**src/rtl/cdt_pkg.sv**
```systemverilog
package cdt_pkg;
   localparam int NUM_DIV   = 5;
   localparam int CTRL_W    = 9;
   localparam logic [2:0] SRC_RSVD = 3'd5;
   localparam logic [2:0] SRC_RTC  = 3'd6;
   localparam logic [2:0] SRC_EXT  = 3'd7;
   localparam logic [1:0] A_CTRL = 2'd0;
   localparam logic [1:0] A_CNT  = 2'd1;
   localparam logic [1:0] A_RLD  = 2'd2;
   localparam logic [1:0] A_CAP  = 2'd3;

   typedef struct packed {
      logic       cap_flag;
      logic       uf_flag;
      logic       cap_en;
      logic [2:0] src;
      logic [1:0] edge_sel;
      logic       irq_en;
   } ctrl_t;
endpackage

```
**src/rtl/cdt_edge.sv**
```systemverilog
module cdt_edge #(
   parameter int SYNC_STAGES = 2
) (
   input  logic       clk,
   input  logic       rst,
   input  logic       pin,
   input  logic [1:0] edge_sel,
   output logic       evt
);
   if (SYNC_STAGES < 2) begin : g_bad_sync
      $error("cdt_edge: SYNC_STAGES must be at least 2");
   end

   logic [SYNC_STAGES-1:0] sync_q;
   logic                   prev_q;

   for (genvar i = 0; i < SYNC_STAGES; i++) begin : g_sync
      if (i == 0) begin : g_first
         always_ff @(posedge clk) begin
            if (rst) sync_q[0] <= 1'b0;
            else     sync_q[0] <= pin;
         end
      end else begin : g_next
         always_ff @(posedge clk) begin
            if (rst) sync_q[i] <= 1'b0;
            else     sync_q[i] <= sync_q[i-1];
         end
      end
   end

   always_ff @(posedge clk) begin
      if (rst) prev_q <= 1'b0;
      else     prev_q <= sync_q[SYNC_STAGES-1];
   end

   logic rise, fall;
   assign rise = sync_q[SYNC_STAGES-1] & ~prev_q;
   assign fall = ~sync_q[SYNC_STAGES-1] & prev_q;

   always_comb begin
      if (edge_sel[1])      evt = rise | fall;
      else if (edge_sel[0]) evt = fall;
      else                  evt = rise;
   end
endmodule

```
**src/rtl/cdt_prescale.sv**
```systemverilog
module cdt_prescale
   import cdt_pkg::*;
#(
   parameter int N_DIV = NUM_DIV
) (
   input  logic       clk,
   input  logic       rst,
   input  logic       restart,
   input  logic [2:0] src,
   input  logic       standby,
   input  logic       rtc_tick,
   input  logic       ext_evt,
   output logic       tick
);
   localparam int DIV_W = 2 * N_DIV;

   if (N_DIV < 1 || N_DIV > 5) begin : g_bad_div
      $error("cdt_prescale: N_DIV must be between 1 and 5");
   end

   logic [DIV_W-1:0] div_q;
   logic [N_DIV-1:0] hit;

   always_ff @(posedge clk) begin
      if (rst || restart) div_q <= '0;
      else if (!standby)  div_q <= div_q + 1'b1;
   end

   // Division k ends when its low 2k+2 divider bits are all ones.
   for (genvar k = 0; k < N_DIV; k++) begin : g_hit
      assign hit[k] = &div_q[2*k+1:0];
   end

   logic raw;
   always_comb begin
      raw = 1'b0;
      if (src == SRC_EXT)              raw = ext_evt;
      else if (int'(src) < N_DIV)      raw = hit[src];
   end

   assign tick = (src == SRC_RTC) ? rtc_tick : (raw & ~standby);


   standby_halt_chk: assert property (@(posedge clk) disable iff (rst)
      (standby && src != SRC_RTC) |-> !tick);

   reserved_idle_chk: assert property (@(posedge clk) disable iff (rst)
      (src == SRC_RSVD) |-> !tick);
endmodule

```
**src/rtl/capture_down_timer.sv**
```systemverilog
module capture_down_timer
   import cdt_pkg::*;
#(
   parameter int CNT_W       = 32,
   parameter int SYNC_STAGES = 2
) (
   input  logic             clk,
   input  logic             rst,
   input  logic [1:0]       addr,
   input  logic             wr_en,
   input  logic [CNT_W-1:0] wr_data,
   output logic [CNT_W-1:0] rd_data,
   input  logic             ext_pin,
   input  logic             standby,
   input  logic             rtc_tick,
   output logic             irq
);
   if (CNT_W < CTRL_W) begin : g_bad_width
      $error("capture_down_timer: CNT_W must hold the control word");
   end

   ctrl_t            ctrl_q;
   logic [CNT_W-1:0] cnt_q, rld_q, cap_q;
   logic             tick, evt;
   logic             wr_ctrl, wr_cnt, wr_rld;

   assign wr_ctrl = wr_en && (addr == A_CTRL);
   assign wr_cnt  = wr_en && (addr == A_CNT);
   assign wr_rld  = wr_en && (addr == A_RLD);

   cdt_edge #(.SYNC_STAGES(SYNC_STAGES)) i_edge (
      .clk(clk), .rst(rst), .pin(ext_pin),
      .edge_sel(ctrl_q.edge_sel), .evt(evt)
   );

   cdt_prescale #(.N_DIV(NUM_DIV)) i_pre (
      .clk(clk), .rst(rst), .restart(wr_ctrl), .src(ctrl_q.src),
      .standby(standby), .rtc_tick(rtc_tick), .ext_evt(evt), .tick(tick)
   );

   logic uf_set, cap_load;
   assign uf_set   = tick && (cnt_q == '0) && !wr_cnt;
   assign cap_load = ctrl_q.cap_en && evt && !ctrl_q.cap_flag;

   always_ff @(posedge clk) begin
      if (rst) begin
         ctrl_q <= '0;
      end else begin
         if (wr_ctrl) begin
            ctrl_q.irq_en   <= wr_data[0];
            ctrl_q.edge_sel <= wr_data[2:1];
            ctrl_q.src      <= wr_data[5:3];
            ctrl_q.cap_en   <= wr_data[6];
            if (!wr_data[7]) ctrl_q.uf_flag  <= 1'b0;
            if (!wr_data[8]) ctrl_q.cap_flag <= 1'b0;
         end
         if (uf_set)   ctrl_q.uf_flag  <= 1'b1;
         if (cap_load) ctrl_q.cap_flag <= 1'b1;
      end
   end

   always_ff @(posedge clk) begin
      if (rst) begin
         cnt_q <= '1;
         rld_q <= '1;
         cap_q <= '0;
      end else begin
         if (wr_rld) rld_q <= wr_data;
         if (wr_cnt)              cnt_q <= wr_data;
         else if (tick) begin
            if (cnt_q == '0) cnt_q <= rld_q;
            else             cnt_q <= cnt_q - 1'b1;
         end
         if (cap_load) cap_q <= cnt_q;
      end
   end

   always_comb begin
      unique case (addr)
         A_CTRL:  rd_data = CNT_W'(ctrl_q);
         A_CNT:   rd_data = cnt_q;
         A_RLD:   rd_data = rld_q;
         default: rd_data = cap_q;
      endcase
   end

   assign irq = ctrl_q.uf_flag & ctrl_q.irq_en;


   underflow_reload_chk: assert property (@(posedge clk) disable iff (rst)
      (tick && cnt_q == '0 && !wr_cnt) |=> (ctrl_q.uf_flag && cnt_q == $past(rld_q)));

   decrement_chk: assert property (@(posedge clk) disable iff (rst)
      (tick && cnt_q != '0 && !wr_cnt) |=> (cnt_q == $past(cnt_q) - 1'b1));

   capture_hold_chk: assert property (@(posedge clk) disable iff (rst)
      ctrl_q.cap_flag |=> $stable(cap_q));

   irq_source_chk: assert property (@(posedge clk) disable iff (rst)
      $rose(irq) |-> (ctrl_q.irq_en && ctrl_q.uf_flag));
endmodule

```
**config.mk**
```make
export PLATFORM = sky130hd
export DESIGN_NAME = capture_down_timer
export DESIGN_NICKNAME = d
export VERILOG_FILES = /design/src/rtl/cdt_pkg.sv /design/src/rtl/cdt_edge.sv /design/src/rtl/cdt_prescale.sv /design/src/rtl/capture_down_timer.sv
export SDC_FILE = /design/constraint.sdc
export NUM_CORES = 1
export LEC_CHECK = 0
export ABC_CLOCK_PERIOD_IN_PS = 2800
export BUFFER_PORTS_ARGS = -buffer_cell sky130_fd_sc_hd__buf_2
export CORE_AREA = 2 2 172 157
export CTS_CLUSTER_DIAMETER = 30
export DETAILED_ROUTE_END_ITERATION = 6
export DIE_AREA = 0 0 174 159
export PLACE_DENSITY = 0.48
export SLEW_MARGIN = 20
export SYNTH_ARGS = -nofsm -noshare
export SYNTH_HDL_FRONTEND = slang
export SYNTH_SLANG_ARGS = --single-unit
export TNS_END_PERCENT = 100
```
**constraint.sdc**
```tcl
create_clock -name clk -period 2.8 [get_ports clk]
set_input_delay 0.14 -clock clk [delete_from_list [all_inputs] [get_ports clk]]
set_output_delay 0.14 -clock clk [all_outputs]
set_load 0.01 [all_outputs]
```
# ---- After elaboration in Yosys (flattened, before gate mapping)
# Index checks and enable logic that the tools add are counted.
dict set report totals {
  regBits 118
}
dict set report op_classes {
  addsub 2
  order_cmp 2
  eq_ne 6
  mux 16
  bitwise 8
  n_reduce_logical 22
}
# cell n
set ops {}
lappend ops {{2-to-1 mux 32 bit} 3}
lappend ops {{case mux 32 bit (3 select lines)} 1}
lappend ops {{zero test 32 bit} 1}
lappend ops {{subtractor 32 x 1 -> 32 bit, second input constant} 1}
lappend ops {{adder 10 x 1 -> 10 bit, second input constant} 1}
lappend ops {{2-to-1 mux 1 bit} 10}
lappend ops {{AND reduction 10 bit} 1}
lappend ops {{2-to-1 mux 9 bit} 1}
lappend ops {{AND reduction 8 bit} 1}
lappend ops {{logical AND 1 bit} 7}
lappend ops {{equality test 3 bit, second input constant} 2}
lappend ops {{AND reduction 2 bit} 3}
lappend ops {{AND reduction 6 bit} 1}
lappend ops {{nonzero test 2 bit} 3}
lappend ops {{bitwise AND 1 bit} 4}
lappend ops {{less-than comparator 3 x 4 -> 1 bit, second input constant} 1}
lappend ops {{!= test 2 x 1 -> 1 bit, second input constant} 2}
lappend ops {{AND reduction 4 bit} 1}
lappend ops {{binary-select mux 1 bit (select 3 bit)} 1}
lappend ops {{less-than comparator 3 bit, second input constant} 1}
lappend ops {{inverter 1 bit} 3}
lappend ops {{equality test 2 x 1 -> 1 bit, second input constant} 1}
lappend ops {{equality test 2 bit, second input constant} 1}
lappend ops {{zero test 1 bit} 2}
lappend ops {{other kinds (3)} 3}

# ---- Logic depth before layout (Yosys ltp)
# Gate-level depths: netlist of run 1.
dict set report depth {
  depth_word 11
  ltp_mapped 10
}

# ---- Cells and area by module
# From an unflattened synthesis of run 1, not the netlist that was laid out.
dict set report unflattened {
  hier_cells 768
  hier_area_um2 6423.7
}
# module n_inst cells_each area_each_um2
set modules_own_cells {}
lappend modules_own_cells {capture_down_timer 1 695 5761.8}
lappend modules_own_cells {cdt_prescale 1 61 533.0}
lappend modules_own_cells {cdt_edge 1 12 128.9}

# ---- Least setup slack after synthesis of run 1
# OpenSTA, ideal clock, no wires.
dict set report synth_timing {
  path_kind {reg-to-reg}
  startpoint {reg cnt_q[2]}
  endpoint {reg cnt_q[21]}
  setup_ps 128
  arrival_time_ps 2443
  t_required_ps 2672
  path_slack_ps 230
  stages_incl_launch_ff 10
  n_path_buf 3
  path_cell_list {dfxtp_1 -> buf_6 -> or4_4 -> buf_6 -> or4_4 -> buf_6 -> o31a_1 -> o32a_1 -> mux2i_1 -> o21ai_1}
}
dict set report synth_between {
  elab_chain_cells 4
}
# item line_no
set synth_lines {}
lappend synth_lines {{start, declared} capture_down_timer.sv:23} ;# logic [CNT_W-1:0] cnt_q, rld_q, cap_q;
lappend synth_lines {{start signal, assigned} capture_down_timer.sv:69} ;# if (wr_cnt) cnt_q <= wr_data;
lappend synth_lines {{start signal, assigned} capture_down_timer.sv:71} ;# if (cnt_q == '0) cnt_q <= rld_q;
lappend synth_lines {{start signal, assigned} capture_down_timer.sv:72} ;# else cnt_q <= cnt_q - 1'b1;
lappend synth_lines {{subtractor 32 x 1 -> 32 bit or zero test 32 bit (tied branches)} {capture_down_timer.sv:72, capture_down_timer.sv:71}}
lappend synth_lines {{2-to-1 mux 32 bit *} capture_down_timer.sv:71}
lappend synth_lines {{2-to-1 mux 32 bit *} capture_down_timer.sv:70} ;# else if (tick) begin
lappend synth_lines {{2-to-1 mux 32 bit *} capture_down_timer.sv:69}
# Mark *: on every way between the ends. The rest lies on a longest branch, timed or not. The select of a mux whose other input is x is not followed.
# A chain may end at the register's enable or synchronous reset.

# ---- Final worst setup path of run 1
# Same ends and word-level chain as after synthesis.

==> out/qor.yml, run 1 <==
clockBufferDepth: 2
power_mw: 4.90
multi_input_area_um2: 3680
grt_max_degree: 66
grt_usage_pct: 15.7
wl_met3_um: 911
synth-edff-count: 0
layout-drive-gt1-share_pct: 20.3
synth_top_family_by_area: "simple AND/OR/NAND/NOR gates"
violations: "hold timing"
ys.flop_type: "dfxtp_1"
cts_tree: "yes"
yosysUniqueCellTypes: 60
first_pass_iters: 5
hp-class: "in -> reg"
antennaDiodeCount: 0
drt-initial-drc-count: 481
num_vias: 5949
crit_top_cell: "or4_4"
crit_chain: "or4_4 -> or4_4 -> o31a_1 -> o32a_1 -> mux2i_1 -> o21ai_1"
finalInstanceArea_um2: 8090
drc: 0
ys_seq_elements: 118
place_congestion: 0.768
port_buffers: 72
nNetsFinal: 908
holdWs_ns: -0.000959
die_y_um: 159
report.final.slew_viol_count: 0
synthCells: 782
rows: 56
ctsHoldBuffers: 29
seq_area_um2: 2360
grt_pass1_wl_um: 34100
ant_nets: 0
viasPerCell: 4.86
fin_crit_sh_pct: 90.0
synth_mux_area_share_pct: 10.1
synthArstFlopShare_pct: 0
post_cts_buffers: 0
met2_wirelength_um: 9840
synth-compound-area-share_pct: 16.2
power_leakage_nw: 3.14
tightest_slew_ns: 0.987
critPathTopFamily: "simple AND/OR/NAND/NOR gates"
synthAdderAreaFrac_pct: 0.983
clockRootBuffer: "clkbuf_16"
crit_buf_inv: 0
hpwlAfterDp_um: 14500
core_area_um2: 25800
yosys.area_share.simple_pct: 26.5
routed.top_layer: "met4"
hold_violations: 1
rsz0062_at_grt: "false"
crit_path_end_kind: "flip-flop"
crit_slowest_cell: "or4_4"
fillers: 2805
cts_resized: 0
post-place-cells: 1163
cp_max_fo: 9
ioPinCount: 73
cts-buffers-inserted: 17
setup-tns-final_ns: 0
worstPathRequired_ns: 3.10
critPathMaxStageDelay_ns: 0.62
h-tree-depth: 4
detail_route.wl_per_cell_um: 17.3
cp.arrival_ns: 2.82
clock.fmax_ghz: 0.397
yosys_warnings: 0
finClkSkew_ns: 0.0109
synth_fp_nets: 827
drt-met1-wl_um: 10200
synth.avg_cell_area_um2: 8.14
crit_type: "reg -> reg"
yosysSeqAreaShare_pct: 37.1
finalSetupViolations: 0
place_area_um2: 7130
antenna_found_initial: 0
die_width_um: 174
grt_overflow_total: 0
maxCapViolCount: 0
clock_latency_ns: 0.42
final_cells: 1224
clock-sinks: 118
status: "finished, violations left"
wl_um: 21100
slew_headroom_pct: 34.2
syn_area_um2: 6360
fin_util_pct: 31.4
grt_pass1_vias: 5886
peakVddDrop_uv: 341
dieArea_um2: 27700
period_needed_ns: 2.52
startpoint_type: "flip-flop"
synth-xor-area-share_pct: 3.99
power_density_nw_per_um2: 606
path_clk_slew_ns: 0.06
syn_to_final_growth_pct: 27.1
initial_core_util_pct: 24.7
synthesized netlist by cell type (all sizes together) (3+ instances only):
| cell type | n | area (µm²) |
|---|---|---|
| nor3 | 26 | 135 |
| o221ai | 8 | 70.1 |
| mux2 | 23 | 259 |
| o211ai | 10 | 75.1 |
| nor4 | 11 | 68.8 |
| or3 | 11 | 68.8 |
| nor2 | 39 | 146 |
| nand4 | 3 | 18.8 |
| clkbuf | 64 | 241 |
| a22o | 23 | 201 |
| buf | 9 | 60.1 |
| nor2b | 6 | 37.5 |
| nand2b | 3 | 18.8 |
| ha | 5 | 62.6 |
| a21oi | 54 | 270 |
| a211oi | 3 | 22.5 |
| nand3b | 36 | 270 |
| nand3 | 15 | 75.1 |
| mux4 | 9 | 203 |
| o32ai | 4 | 35.0 |
| or2 | 4 | 25.0 |
| nand2 | 171 | 642 |
| o31ai | 3 | 22.5 |
| mux2i | 18 | 180 |
| o21ai | 15 | 75.1 |
| or4 | 6 | 52.6 |
| nor4b | 3 | 26.3 |
| a211o | 4 | 35.0 |
| xnor2 | 13 | 114 |
| xor2 | 16 | 140 |
| a31oi | 12 | 75.1 |
| and3 | 4 | 25.0 |
| inv | 7 | 26.3 |
| dfxtp | 118 | 2360 |
worst paths after layout:
| kind | cells after the start | startpoint | endpoint | slack (ns) |
|---|---|---|---|---|
| max | 6 | cnt_q[2] | cnt_q[21] | 0.28 |
| min | 3 | wr_data[2] | rld_q[2] | -0.001 |
| max reg2reg | 6 | cnt_q[2] | cnt_q[21] | 0.28 |
| min reg2reg | 2 | cap_q[27] | cap_q[27] | 0.45 |
metrics by stage:
stage | setup slack (ns) | hold slack, ns
2_1_floorplan | 0.230 | 0.261
3_3_place_gp | 0.282 | 0.386
3_5_place_dp | 0.282 | 0.383
4_1_cts | 0.269 | 0.00393
5_1_grt | 0.125 | 0.00132
6_report | 0.280 | -0.000959
worst register-to-register path: stages (launching register included):
cell	delay (ns)
dfxtp_1	0.38
or4_4	0.62
or4_4	0.61
o31a_1	0.31
o32a_1	0.28
mux2i_1	0.14
o21ai_1	0.07
report_power, final:
| group | switching [mW] | internal [mW] |
|---|---|---|
| combinational | 0.282 | 0.255 |
| clock | 0.805 | 1.74 |
| sequential | 0.0788 | 1.74 |
layer usage:
layer	track usage, %	up-vias
li1	-	2944
met1	22.0	2854
met2	24.7	138
met3	3.32	13
met4	3.51	0
met5	0	-
layout make-up:
class                           instances  share of cell area (%)
Clock buffer                           24                    5.95
Clock inverter                          8                    2.38
Inverter                                7                   0.325
Multi-Input combinational cell        584                    45.5
Sequential cell                       118                    29.2
Tap cell                              348                    5.38
Timing Repair Buffer                  135                    11.2
layout by cell type, fill, tap and decap left out, types with 12 or more instances in the layout:
cell	n
a21oi_1	54
a22o_1	23
a31oi_1	12
buf_2	71
buf_4	35
clkbuf_16	17
dfxtp_1	118
dlygate4sd3_1	29
mux2_2	23
mux2i_1	18
nand2_1	171
nand3_1	14
nand3b_1	36
nor2_1	38
nor3_1	25
o21ai_0	14
xnor2_1	13
xor2_1	16
registers in the layout, summed over array words and instances, names as in the netlist:
register,flops
cap_q,32
cnt_q,32
ctrl_q,9
i_edge.prev_q,1
i_edge.sync_q,2
i_pre.div_q,10
rld_q,32
cells by family after synthesis:
kind of cell | after synthesis
and+or+nand+nor | 347
AOI/OAI and AO/OA | 153
DFF | 118
buffers and inverters | 80
muxes | 50
xor gates and xnor gates | 29
adders and majority gates | 5
Note: power is estimated with default switching activity, not from simulation.
==> run 2, diff against run 1 <==
--- a/config.mk
+++ b/config.mk
@@ -5,13 +5,15 @@
 export SDC_FILE = /design/constraint.sdc
 export NUM_CORES = 1
 export LEC_CHECK = 0
+export ABC_AREA = 1
 export ABC_CLOCK_PERIOD_IN_PS = 2800
 export BUFFER_PORTS_ARGS = -buffer_cell sky130_fd_sc_hd__buf_2
-export CORE_AREA = 2 2 172 157
+export CORE_AREA = 2 2 179 163
 export CTS_CLUSTER_DIAMETER = 30
 export DETAILED_ROUTE_END_ITERATION = 6
-export DIE_AREA = 0 0 174 159
+export DIE_AREA = 0 0 181 165
 export PLACE_DENSITY = 0.48
+export RECOVER_POWER = 25
 export SLEW_MARGIN = 20
 export SYNTH_ARGS = -nofsm -noshare
 export SYNTH_HDL_FRONTEND = slang
==> run 2 against run 1 <==
- the flow now finishes without violations
- power fell by 2.8%
- via count rose by 20%
- final area rose by 4.3%
- wire length rose by 13%
- combinational power rose by 12%
- critical path type is now in -> reg
==> out/qor.yml, run 2 <==
yosysMostFrequentCell: "nand2_1"
place_area_um2: 7580
synthAdderAreaFrac_pct: 0.907
num_vias: 7141
finalSetupViolations: 0
yosys.area.top_type: "dfxtp_1"
synthArstFlopShare_pct: 0
clock-sinks: 118
clock.fmax_ghz: 0.458
clock_latency_ns: 0.43
seqPwrFrac_pct: 39.0
place_congestion: 0.943
synth-xor-area-share_pct: 1.14
comb_power_share_pct: 12.6
layout-drive-gt1-share_pct: 11.6
dieArea_um2: 29900
antennaDiodeCount: 0
ctsHoldBuffers: 27
grt-busiest-layer: "met1"
cts_tree: "yes"
ys.flop_type: "dfxtp_1"
die_y_um: 165
startpoint_type: "input port"
min_to: "rld_q[5]"
finClkSkew_ns: 0.00874
finalInstanceArea_um2: 8440
rows: 58
syn_area_um2: 6900
port_buffers: 72
synth.avg_cell_area_um2: 6.33
p_int_mw: 3.44
holdWs_ns: 0.00137
grt_max_degree: 66
yosys.area_share.simple_pct: 33.4
cp_max_fo: 28
slew_headroom_pct: 29.9
cts-buffers-inserted: 17
synth-edff-count: 0
hpwlAfterDp_um: 16900
ioPinCount: 73
peakVddDrop_uv: 413
drc: 0
initial_core_util_pct: 24.7
power_leakage_nw: 3.87
ys_top_cells_by_area: "dfxtp_1, nand2_1, inv_1"
fin_util_pct: 30.3
core_area_um2: 27900
status: "completed"
rsz0062_at_grt: "false"
post_cts_buffers: 0
grt_use_met1_pct: 24.7
synth_fp_nets: 1134
switching_share_pct: 27.9
hold_violations: 0
worstHoldStart: "wr_data[5]"
clockRootBuffer: "clkbuf_16"
yosys_warnings: 0
yosysUniqueCellTypes: 34
power_density_nw_per_um2: 565
synth_mux_area_share_pct: 0
synth_top_family_by_area: "simple AND/OR/NAND/NOR gates"
grt_pass1_vias: 6586
synth_top_area_share_pct: 34.3
wl_um: 23900
yosysSeqAreaShare_pct: 34.3
ys_seq_elements: 118
layout_common_cells: "nand2_1, inv_1, dfxtp_1"
final_common_cell: "nand2_1"
grtUsageMet3_pct: 2.80
fin_ws_ns: 0.615
synthCells: 1089
die_width_um: 181
synth-compound-area-share_pct: 17.3
tightest_slew_ns: 1.05
reg.largest.list: "cap_q x32, cnt_q x32, rld_q x32"
hp-class: "in -> reg"
path_clk_slew_ns: 0.06
crit_path_end_kind: "flip-flop"
antenna_found_initial: 0
syn_to_final_growth_pct: 22.4
clockBufferDepth: 2
nNetsFinal: 1211
grt_overflow_total: 0
ys_top_cells_by_count: "nand2_1, inv_1, dfxtp_1"
final_cells: 1539
report.final.slew_viol_count: 0
grt_usage_pct: 16.3
period_needed_ns: 2.19
fin_crit_sh_pct: 78.0
power_mw: 4.77
reg2reg_from: "cnt_q[15]"
detail_route.wl_per_cell_um: 15.5
pre_cts_slack_ns: 0.723
first_pass_iters: 5
ff2ff_path_depth: 9
cts_resized: 0
maxCapViolCount: 0
viasPerCell: 4.64
hold_depth: 3
drt-initial-drc-count: 630
grt_util_met2_pct: 23.3
crit_type: "in -> reg"
pwr-share-clk_pct: 48.4
setup-tns-final_ns: 0
ant_nets: 0
crit_start: "addr[1]"
cp.arrival_ns: 2.55
r2r_slack_ns: 0.73
p_sw_mw: 1.33
post-place-cells: 1480
h-tree-depth: 4
grt_pass1_wl_um: 37600
worstPathRequired_ns: 3.17
r2r-end: "cnt_q[19]"
-- run 2: cell families after synthesis --
| group | after synthesis |
|---|---|
| compound gates | 203 |
| xor+xnor | 9 |
| fa+ha+maj | 5 |
| buf+inv | 224 |
| flops | 118 |
| simple gates | 530 |
-- run 2: worst max-delay path by stage --
stage	endpoint	slack [ns]	cells past startpoint
final	rld_q[27]	0.61	8
after CTS	cnt_q[19]	0.70	9
after detailed placement	cnt_q[19]	0.72	10
after global placement	cnt_q[28]	0.70	10
after floorplan	cnt_q[8]	1.25	10
after global routing	rld_q[27]	0.35	8
-- run 2: cell type report --
class	instances	area (µm²)
sequential	118	2360
clock inverter	11	149
multi-input combinational	747	3640
inverter	168	631
timing repair buffer	114	741
clock buffer	21	460
fill	3230	19400
tap	360	450
-- run 2: metal layers --
metal / share of wire [%] / vias up
li1: - / 3691
met1: 53 / 3245
met2: 41 / 190
met3: 5.5 / 15
met4: 1.0 / 0
met5: 0 / -
-- run 2: critical path: stages --
cell      delay, ns
clkbuf_1       0.15
inv_1          0.06
nor2_1         0.12
inv_1          0.25
nor2_1         0.87
clkbuf_2       0.65
nand2_1        0.16
nand3_1        0.12
-- run 2: power by group through the flow --
stage	Sequential, mW	Clock (mW)	Combinational (mW)
after CTS	1.86	2.35	0.615
final	1.86	2.31	0.602
after global routing	1.87	2.41	0.689
after global placement	1.89	0	0.581
after floorplan	1.86	0	0.377
after detailed placement	1.89	0	0.582
==> run 3, diff against run 2 <==
--- a/config.mk
+++ b/config.mk
@@ -6,13 +6,13 @@
 export NUM_CORES = 1
 export LEC_CHECK = 0
 export ABC_AREA = 1
-export ABC_CLOCK_PERIOD_IN_PS = 2800
+export ABC_CLOCK_PERIOD_IN_PS = 1920
 export BUFFER_PORTS_ARGS = -buffer_cell sky130_fd_sc_hd__buf_2
 export CORE_AREA = 2 2 179 163
 export CTS_CLUSTER_DIAMETER = 30
 export DETAILED_ROUTE_END_ITERATION = 6
 export DIE_AREA = 0 0 181 165
-export PLACE_DENSITY = 0.48
+export PLACE_DENSITY = 0.49
 export RECOVER_POWER = 25
 export SLEW_MARGIN = 20
 export SYNTH_ARGS = -nofsm -noshare
==> constraint.sdc (replaced) <==
create_clock -name clk -period 1.92 [get_ports clk]
set_input_delay 0.096 -clock clk [delete_from_list [all_inputs] [get_ports clk]]
set_output_delay 0.096 -clock clk [all_outputs]
set_load 0.01 [all_outputs]
==> run 3 against run 2 <==
- combinational power is 73% higher
- core utilization is 2.2 points higher
- register-to-register slack worse by 0.58 ns
- critical path depth is 1 higher
- non-clock buffer count is 56 higher
- largest cell class unchanged
==> out/qor.yml, run 3 (synthesis gave the netlist of run 2 again) <==
status: "completed"
layout-drive-gt1-share_pct: 16.8
grt_usage_pct: 17.0
report.final.slew_viol_count: 0
die_y_um: 165
die_width_um: 181
reg.largest.list: "cap_q x32, cnt_q x32, rld_q x32"
dieArea_um2: 29900
slew_headroom_pct: 49.9
ant_nets: 0
ioPinCount: 73
clock.fmax_ghz: 0.564
critPathMaxStageDelay_ns: 0.37
antennaDiodeCount: 0
power_mw: 7.06
period_needed_ns: 1.77
critPathTopFamily: "simple AND/OR/NAND/NOR gates"
r2r-end: "cnt_q[31]"
peakVddDrop_uv: 632
rsz0062_at_grt: "false"
drc: 0
nNetsFinal: 1267
syn_to_final_growth_pct: 31.1
cp_max_fo: 6
wl_um: 24900
layout_common_cells: "nand2_1, inv_1, dfxtp_1"
drt-initial-drc-count: 604
crit_type: "reg -> reg"
path_clk_slew_ns: 0.06
num_vias: 7469
crit_buf_inv: 1
crit_start: "cnt_q[22]"
detail_route.wl_per_cell_um: 15.6
crit_slowest_cell: "dfxtp_1"
reg2reg_from: "cnt_q[22]"
power_leakage_nw: 4.18
cts_tree: "yes"
setup.worst_path.end: "cnt_q[31]"
r2r_slack_ns: 0.15
first_pass_iters: 5
place_congestion: 0.916
fillers: 3123
antenna_found_initial: 0
tightest_slew_ns: 0.752
place_area_um2: 8020
cts-buffers-inserted: 17
grt_pass1_wl_um: 39400
setup-tns-final_ns: 0
h-tree-depth: 4
clockRootBuffer: "clkbuf_16"
port_buffers: 72
crit_chain: "buf_4 -> nor2_1 -> nand2_1 -> nor2_1 -> nand2_1 -> o21ai_0 -> nand3_1 -> nand3_1 -> nand2_1"
hpwlAfterDp_um: 17600
crit_top_cell: "nand2_1"
viasPerCell: 4.68
clock_latency_ns: 0.43
startpoint_type: "flip-flop"
crit_path_end_kind: "flip-flop"
initial_core_util_pct: 24.7
maxCapViolCount: 0
finClkSkew_ns: 0.0114
finalInstanceArea_um2: 9040
worstPathRequired_ns: 2.24
cp.arrival_ns: 2.10
grt_overflow_total: 0
hold_violations: 0
clock-sinks: 118
grt_max_degree: 104
clockBufferDepth: 2
finalSetupViolations: 0
grt_pass1_vias: 6864
final_common_cell: "nand2_1"
worst-path-stages: 9
core_area_um2: 27900
rows: 58
fin_crit_sh_pct: 92.3
holdWs_ns: 0.164
power_density_nw_per_um2: 781
ff2ff_path_depth: 9
hp-class: "in -> reg"
[run 3: changes by cell type in the layout (fill, tap and decap cells not counted), sizes merged]
cell	delta
clkinv	+3
inv	-1
dlygate4sd3	+9
clkbuf	-8
clkinvlp	-1
buf	+54
[run 3: worst reg2reg max path: cells and delay by family (launching register included)]
kind / cells / cell delay (ns)
AND/OR/NAND/NOR: 7 / 0.97
flip-flops: 1 / 0.37
buffers and inverters: 1 / 0.18
AO/OA/AOI/OAI: 1 / 0.15
[run 3: power by group]
group | leakage (nW) | internal (mW) | switching (mW)
Clock | 0.296 | 2.11 | 1.25
Sequential | 0.965 | 2.57 | 0.0955
Combinational | 2.92 | 0.415 | 0.620
Total | 4.18 | 5.09 | 1.97
[run 3: worst min-delay path by stage]
| stage | from | to | slack (ns) | cells past startpoint |
|---|---|---|---|---|
| 3_5_place_dp | ext_pin | i_edge.sync_q[0] | 0.32 | 3 |
| 6_report | wr_en | ctrl_q[0] | 0.16 | 4 |
| 4_1_cts | wr_en | ctrl_q[0] | 0.15 | 4 |
| 2_1_floorplan | rst | ctrl_q[7] | 0.17 | 1 |
| 3_3_place_gp | wr_data[11] | rld_q[11] | 0.32 | 3 |
| 5_1_grt | wr_en | ctrl_q[6] | 0.20 | 4 |
[run 3: per-layer routing]
| metal | track usage [%] | part of all wire (%) |
|---|---|---|
| met5 | 0 | 0 |
| met2 | 25.2 | 41 |
| met1 | 25.0 | 52 |
| met3 | 2.82 | 4.9 |
| met4 | 5.51 | 1.6 |
[run 3: layout make-up]
class                   count  area, µm²  share of cell area [%]
clock buffers              20        457                    5.05
clock inverters            12        151                    1.67
inverters                 168        631                    6.97
multi-input cells         747       3700                    41.0
flip-flops and latches    118       2360                    26.1
well taps                 360        450                    4.98
repair buffers            170       1280                    14.2
[run 3: stage by stage]
step                setup slack (ns)  std cells  utilization [%]
floorplan                      0.371       1089                -
global placement              0.0164       1525             28.8
detailed placement           -0.0115       1525             28.8
CTS                           0.0322       1593             32.3
global route                 0.00126       1595             32.4
finish                         0.147       1595             32.4
[run 3: what timing repair did]
action	4_1_cts	5_1_grt
setup buffers	0	2
pin swaps	0	1
endpoints found under the setup margin	1	27
hold buffers	36	0
resized for setup	1	15
hold endpoints to repair	53	0
